### src/rtl/apt_pkg.sv
package apt_pkg;
  localparam int unsigned BP_W = 3;

  function automatic logic [BP_W-1:0] bp_floor(input logic [BP_W-1:0] v,
                                               input logic [BP_W-1:0] lo);
    return (v < lo) ? lo : v;
  endfunction
endpackage

### src/rtl/apt_binpt.sv
module apt_binpt
  import apt_pkg::*;
#(
  parameter int unsigned MIN_BPR = 2
) (
  input  logic            clk_i,
  input  logic            rst_ni,
  input  logic            we_i,
  input  logic            sel_i,
  input  logic [BP_W-1:0] wdata_i,
  output logic [BP_W-1:0] bpr_o,
  output logic [BP_W-1:0] abpr_o
);
  localparam logic [BP_W-1:0] MinMain  = BP_W'(MIN_BPR);
  localparam logic [BP_W-1:0] MinAlias = BP_W'(MIN_BPR + 1);

  always_ff @(posedge clk_i or negedge rst_ni) begin
    if (!rst_ni) begin
      bpr_o  <= MinMain;
      abpr_o <= MinAlias;
    end else if (we_i) begin
      if (sel_i) abpr_o <= bp_floor(wdata_i, MinAlias);
      else       bpr_o  <= bp_floor(wdata_i, MinMain);
    end
  end
endmodule

### src/rtl/apt_gprio.sv
module apt_gprio
  import apt_pkg::*;
#(
  parameter int unsigned PRIO_W     = 8,
  parameter int unsigned MIN_BPR    = 2,
  parameter bit          HAS_GROUPS = 1'b1,
  localparam int unsigned SH        = MIN_BPR + 1,
  localparam int unsigned LVL_W     = PRIO_W - SH
) (
  input  logic [PRIO_W-1:0] prio_i,
  input  logic              grp_i,
  input  logic              cbpr_i,
  input  logic [BP_W-1:0]   bpr_i,
  input  logic [BP_W-1:0]   abpr_i,
  output logic [PRIO_W-1:0] gprio_o,
  output logic [LVL_W-1:0]  lvl_o
);
  logic [BP_W-1:0]   bp;
  logic [BP_W:0]     shamt;
  logic [PRIO_W-1:0] mask;

  always_comb begin
    bp      = (HAS_GROUPS && grp_i && !cbpr_i) ? abpr_i : bpr_i;
    shamt   = {1'b0, bp} + 1'b1;
    mask    = {PRIO_W{1'b1}} << shamt;
    gprio_o = prio_i & mask;
    lvl_o   = gprio_o[PRIO_W-1:SH];
  end
endmodule

### src/rtl/apt_bank.sv
module apt_bank #(
  parameter int unsigned LEVELS = 32,
  parameter int unsigned LVL_W  = 5
) (
  input  logic              clk_i,
  input  logic              rst_ni,
  input  logic              set_i,
  input  logic [LVL_W-1:0]  set_lvl_i,
  input  logic              drop_i,
  output logic [LEVELS-1:0] bank_o,
  output logic [LEVELS-1:0] bank_nxt_o
);
  always_comb begin
    bank_nxt_o = bank_o;
    // lowest set bit = most urgent level, same as first nonzero word's lsb
    if (drop_i) bank_nxt_o = bank_nxt_o & (bank_nxt_o - 1'b1);
    if (set_i)  bank_nxt_o[set_lvl_i] = 1'b1;
  end

  always_ff @(posedge clk_i or negedge rst_ni) begin
    if (!rst_ni) bank_o <= '0;
    else         bank_o <= bank_nxt_o;
  end
endmodule

### src/rtl/apt_tracker.sv
module apt_tracker
  import apt_pkg::*;
#(
  parameter int unsigned PRIO_W     = 8,
  parameter int unsigned MIN_BPR    = 2,
  parameter bit          HAS_GROUPS = 1'b1
) (
  input  logic              clk_i,
  input  logic              rst_ni,
  input  logic              ack_i,
  input  logic [PRIO_W-1:0] ack_prio_i,
  input  logic              ack_grp_i,
  input  logic              cbpr_i,
  output logic              ack_grant_o,
  input  logic              eoi_i,
  input  logic              eoi_grp_i,
  input  logic              bp_we_i,
  input  logic              bp_sel_i,
  input  logic [BP_W-1:0]   bp_wdata_i,
  output logic [PRIO_W:0]   run_prio_o
);
  localparam int unsigned SH     = MIN_BPR + 1;
  localparam int unsigned LVL_W  = PRIO_W - SH;
  localparam int unsigned LEVELS = 1 << LVL_W;
  localparam int unsigned NBANK  = HAS_GROUPS ? 2 : 1;
  localparam logic [PRIO_W:0] IDLE = {1'b1, {PRIO_W{1'b0}}};

  logic [BP_W-1:0]   bpr, abpr;
  logic [PRIO_W-1:0] gprio;
  logic [LVL_W-1:0]  ack_lvl;
  logic              ack_g, eoi_g, eoi_eff;
  logic [LEVELS-1:0] bank     [2];
  logic [LEVELS-1:0] bank_nxt [2];
  logic [LEVELS-1:0] act_any;
  logic              act_found;
  logic [LVL_W-1:0]  act_lvl;
  logic [PRIO_W:0]   run_q, run_d, run_calc;

  assign ack_g       = HAS_GROUPS ? ack_grp_i : 1'b0;
  assign eoi_g       = HAS_GROUPS ? eoi_grp_i : 1'b0;
  assign ack_grant_o = ack_i && !eoi_i && ({1'b0, ack_prio_i} < run_q);
  assign eoi_eff     = eoi_i && (run_q != IDLE);

  apt_binpt #(.MIN_BPR(MIN_BPR)) i_binpt (
    .clk_i  (clk_i),
    .rst_ni (rst_ni),
    .we_i   (bp_we_i),
    .sel_i  (bp_sel_i),
    .wdata_i(bp_wdata_i),
    .bpr_o  (bpr),
    .abpr_o (abpr)
  );

  apt_gprio #(.PRIO_W(PRIO_W), .MIN_BPR(MIN_BPR), .HAS_GROUPS(HAS_GROUPS)) i_gprio (
    .prio_i (ack_prio_i),
    .grp_i  (ack_g),
    .cbpr_i (cbpr_i),
    .bpr_i  (bpr),
    .abpr_i (abpr),
    .gprio_o(gprio),
    .lvl_o  (ack_lvl)
  );

  for (genvar g = 0; g < 2; g++) begin : g_bank
    if (g < NBANK) begin : g_on
      apt_bank #(.LEVELS(LEVELS), .LVL_W(LVL_W)) i_bank (
        .clk_i     (clk_i),
        .rst_ni    (rst_ni),
        .set_i     (ack_grant_o && (ack_g == 1'(g))),
        .set_lvl_i (ack_lvl),
        .drop_i    (eoi_eff && (eoi_g == 1'(g))),
        .bank_o    (bank[g]),
        .bank_nxt_o(bank_nxt[g])
      );
    end else begin : g_off
      assign bank[g]     = '0;
      assign bank_nxt[g] = '0;
    end
  end

  assign act_any = bank_nxt[0] | bank_nxt[1];

  always_comb begin
    act_found = 1'b0;
    act_lvl   = '0;
    for (int i = LEVELS - 1; i >= 0; i--) begin
      if (act_any[i]) begin
        act_found = 1'b1;
        act_lvl   = LVL_W'(i);
      end
    end
    run_calc = act_found ? {1'b0, act_lvl, {SH{1'b0}}} : IDLE;
  end

  always_comb begin
    run_d = run_q;
    if (ack_grant_o)  run_d = {1'b0, gprio};
    else if (eoi_eff) run_d = run_calc;
  end

  always_ff @(posedge clk_i or negedge rst_ni) begin
    if (!rst_ni) run_q <= IDLE;
    else         run_q <= run_d;
  end

  assign run_prio_o = run_q;
endmodule

### config.mk
export PLATFORM = sky130hd
export DESIGN_NAME = apt_tracker
export DESIGN_NICKNAME = d
export VERILOG_FILES = /design/src/rtl/apt_pkg.sv /design/src/rtl/apt_binpt.sv /design/src/rtl/apt_gprio.sv /design/src/rtl/apt_bank.sv /design/src/rtl/apt_tracker.sv
export SDC_FILE = /design/constraint.sdc
export NUM_CORES = 1
export LEC_CHECK = 0
export BUFFER_PORTS_ARGS = -buffer_cell sky130_fd_sc_hd__buf_2
export CAP_MARGIN = 20
export CORE_UTILIZATION = 40
export CTS_CLUSTER_DIAMETER = 40
export DETAILED_ROUTE_END_ITERATION = 7
export GPL_TIMING_DRIVEN = 0
export MAX_ROUTING_LAYER = met4
export SLEW_MARGIN = 5
export SYNTH_ARGS = -nofsm -noshare
export SYNTH_HDL_FRONTEND = slang
export SYNTH_SLANG_ARGS = --single-unit
### constraint.sdc
create_clock -name clk_i -period 3.55 [get_ports clk_i]
set_input_delay 0.71 -clock clk_i [delete_from_list [all_inputs] [get_ports clk_i]]
set_output_delay 0.71 -clock clk_i [all_outputs]
set_load 0.1 [all_outputs]
==> impl_results.md <==
* Worst Setup Start Kind: primary input
* Post-Syn Area at 0.00506 mm2
* Share of layout cells above drive strength 1 at 33.8%
* Status: finished with violations
* Min Clock Period, post-route at 3.74 ns
* Clock buffer count from CTS at 9
* Vias per cell at 6.35
* Synth area leader: dfrtp_1
* Leakage power at 3.09 nW
* Initial antenna violation count at 0
* Row count at 40
* Root Buffer: clkbuf_16
* CTS tree: done
* Post-Synthesis Cells at 568
* Yosys reg bits at 79
* Die ar. at 0.0131 mm2
* Seq/Total Area, Yosys at 39.2%
* Placer Congestion at 0.947
* Async S/R FF share, synth at 100%
* Pwr dens at 552 mW/mm2
* Initial Utilization at 41.6%
* HPWL after DPL at 12400 um
* Slew headroom at 49.4%
* Nets at 696
* Clock Skews at 0.00643 ns
* Die H at 114 um
* Final core occ at 56.5%
* Drt total wl at 18100 um
* DR iter-0 viols at 503
* Clock Latency Late Sink at 0.35 ns
* Top Ports at 30
* RSZ-0062 raised after global routing: yes
* Vias in the first global route at 5157
* First-pass GRT wire length at 27900 um
* H-tree Lvls at 3
* Synth Area per Inst at 8.91 um2
* Area Growth Syn to Fin at 35.7%
* Worst-margin pin slew at 0.758 ns
* Via count at 5335
* Critical path cell sequence: buf_12 -> nor4_4 -> buf_4 -> nand4b_4 -> or4_4 -> buf_4 -> o31ai_1 -> o311ai_4 -> nor2_1 -> nand4b_1 -> or4_4 -> nor2b_4 -> a31o_1
* Failing checks: setup timing
* Most used flip-flop cell after synthesis: dfrtp_1
* Synth warn at 0
* Max-capacitance violation count at 0
* Sw Pwr at 0.00157 W
* WP data required at 3.78 ns
* Area share of the leading cell type in the synthesized netlist at 37.1%
* Top post-synthesis cells by area: dfrtp_1 37%, o21ai_0 8.2%, nand2_1 3.9%
* Overflow after GRT at 0
* CP max stage delay at 0.51 ns
* Gate power share at 47.5%
* Clk buf depth at 2
* Largest net degree at the start of global routing at 52
* PortBufs at 28
* Die width at 114 um
* Routed Antenna Nets at 0
* CP max stage cell: or4_4
* Worst min path class: in -> async
* Worst vdd ir at 483 uV
* Net Count, Synth at 597
* Total core area at 0.0122 mm2
* Setup violators final at 3
* Internal power at 0.00222 W
* Fin crit share at 105%
* Tot GR Track Use at 29.3%
* Placement Setup Slack at -1.04 ns
* PnR Total Power at 0.00379 W
* Flop pwr share at 28.3%
* WL per Instance at 21.6 um
* Clk pwr share at 24.2%
* Worst Path Arrival at 3.97 ns
* Max Slew Vio Count at 0
* Final worst slack at -0.185 ns
* Remaining DRCs at 0
* Router iterations before antenna repair at 5
* Fmax at 268 MHz
* Cts-stage hold buffer count at 0
* Clk sink count at 79
* Sw Share at 41.5%
* Worst-path clk slew at 0.06 ns
* Worst setup EP type: register
* N_diodes at 0
* Critical path class: in -> reg
* Synth cell types at 79
* Hold Fails Final Rpt at 0
* Max Fanout on Critical Path at 5
* EDFF count, synth at 0
-- through the flow --
stage                     cells  area [um2]  hold slack (ns)  setup TNS [ns]
after global routing        840        6870            0.325          -0.530
after CTS                   826        6580            0.305          -0.130
after detailed placement    765        5540            0.480          -12.50
final                       840        6870            0.300          -0.375
after global placement      764        5510            0.472          -10.38
after floorplan             568        5160            0.414          -0.268
-- placed cells by master, fill, tap and decap left out, types with 6 or more instances in the layout --
master	n
nand2_1	50
buf_2	24
clkbuf_1	8
a21o_1	9
buf_4	56
buf_6	6
nand4_1	6
nand2b_1	8
nand3_1	29
dfrtp_1	65
or2_2	6
or3_4	8
nor2_1	28
nor2b_4	6
clkbuf_16	10
ha_1	8
o21ai_0	78
o31ai_2	10
a21oi_1	11
inv_1	16
nor3_1	9
o31ai_1	12
or3_1	11
dfrtp_2	10
-- metal layers --
metal	up-vias	share of wire, %	global-route usage [%]
met1	2633	45	39.0
li1	2395	-	-
met3	45	6.6	4.45
met4	0	3.6	15.2
met2	262	45	43.3
met5	-	0	-
-- critical path: cells and delay by family --
kind / cells / cell delay [ns]
simple gates: 7 / 1.90
compound gates: 3 / 0.88
buf+inv: 3 / 0.48
-- layout make-up --
cell class	instances	area, um2
flip-flops and latches	79	2000
clock inverters	5	50.0
fillers	1080	5300
plain buffers	16	131
repair buffers	89	681
multi-input cells	455	3500
well taps	168	210
clock buffers	11	233
inverters	17	63.8
-- cells in the mapped netlist (5+ instances only) --
master	n
a211oi_1	5
nand4b_1	5
ha_1	9
nand2_1	53
o21ai_1	5
nor4_1	5
a21o_1	10
or2_2	7
nand2b_1	9
o21bai_1	5
nand3b_1	5
a21oi_1	15
nor3_1	11
or4_1	5
nand3_1	30
or3_4	5
nand4_1	6
or3_1	14
nor2b_1	8
inv_1	17
clkbuf_1	12
dfrtp_1	75
and3_1	5
o21ai_0	83
nor2_1	29
o41ai_1	8
mux2i_1	5
o31ai_1	24
-- logic make-up (layout without fill, tap and decap cells) --
logic type | Yosys count | after routing | share of synthesized area, %
compound gates | 216 | 216 | 28.6
fa+ha+maj | 11 | 11 | 2.65
buf+inv | 34 | 138 | 2.89
flops | 79 | 79 | 39.2
mux | 7 | 7 | 1.43
simple gates | 221 | 221 | 25.3
-- what timing repair did --
action | in CTS | in global routing
cloned | 0 | 1
pin swaps | 36 | 25
setup buffers | 46 | 13
gates resized for setup | 91 | 29
endpoints found under the setup margin | 8 | 5
-- worst paths after layout --
path	startpoint	depth (start not counted)	to	slack [ns]
setup reg to reg	g_bank[0].g_on.i_bank.bank_o[2]	12	run_prio_o[4]	-0.16
hold / removal	rst_ni	1	g_bank[1].g_on.i_bank.bank_o[26]	0.30
hold reg to reg	i_binpt.abpr_o[1]	2	i_binpt.abpr_o[1]	0.50
setup / recovery	eoi_grp_i	13	run_prio_o[4]	-0.19
min in group clk_i	i_binpt.abpr_o[1]	2	i_binpt.abpr_o[1]	0.50
max in group asynchronous	rst_ni	2	run_prio_o[3]	2.64
-- power groups by stage --
stage | clock network [W] | registers, W | logic (W)
4_1_cts | 0.000931 | 0.00107 | 0.00163
2_1_floorplan | 0 | 0.00127 | 0.000779
3_5_place_dp | 0 | 0.00108 | 0.00133
5_1_grt | 0.000955 | 0.00108 | 0.00189
3_3_place_gp | 0 | 0.00108 | 0.00132
6_report | 0.000918 | 0.00107 | 0.00180
-- registers in the layout, summed over array words and instances (netlist names) --
register / count
i_binpt.abpr_o: 3
run_prio_o: 9
g_bank.g_on.i_bank.bank_o: 64
i_binpt.bpr_o: 3
Power figures use the tool's default switching activity.
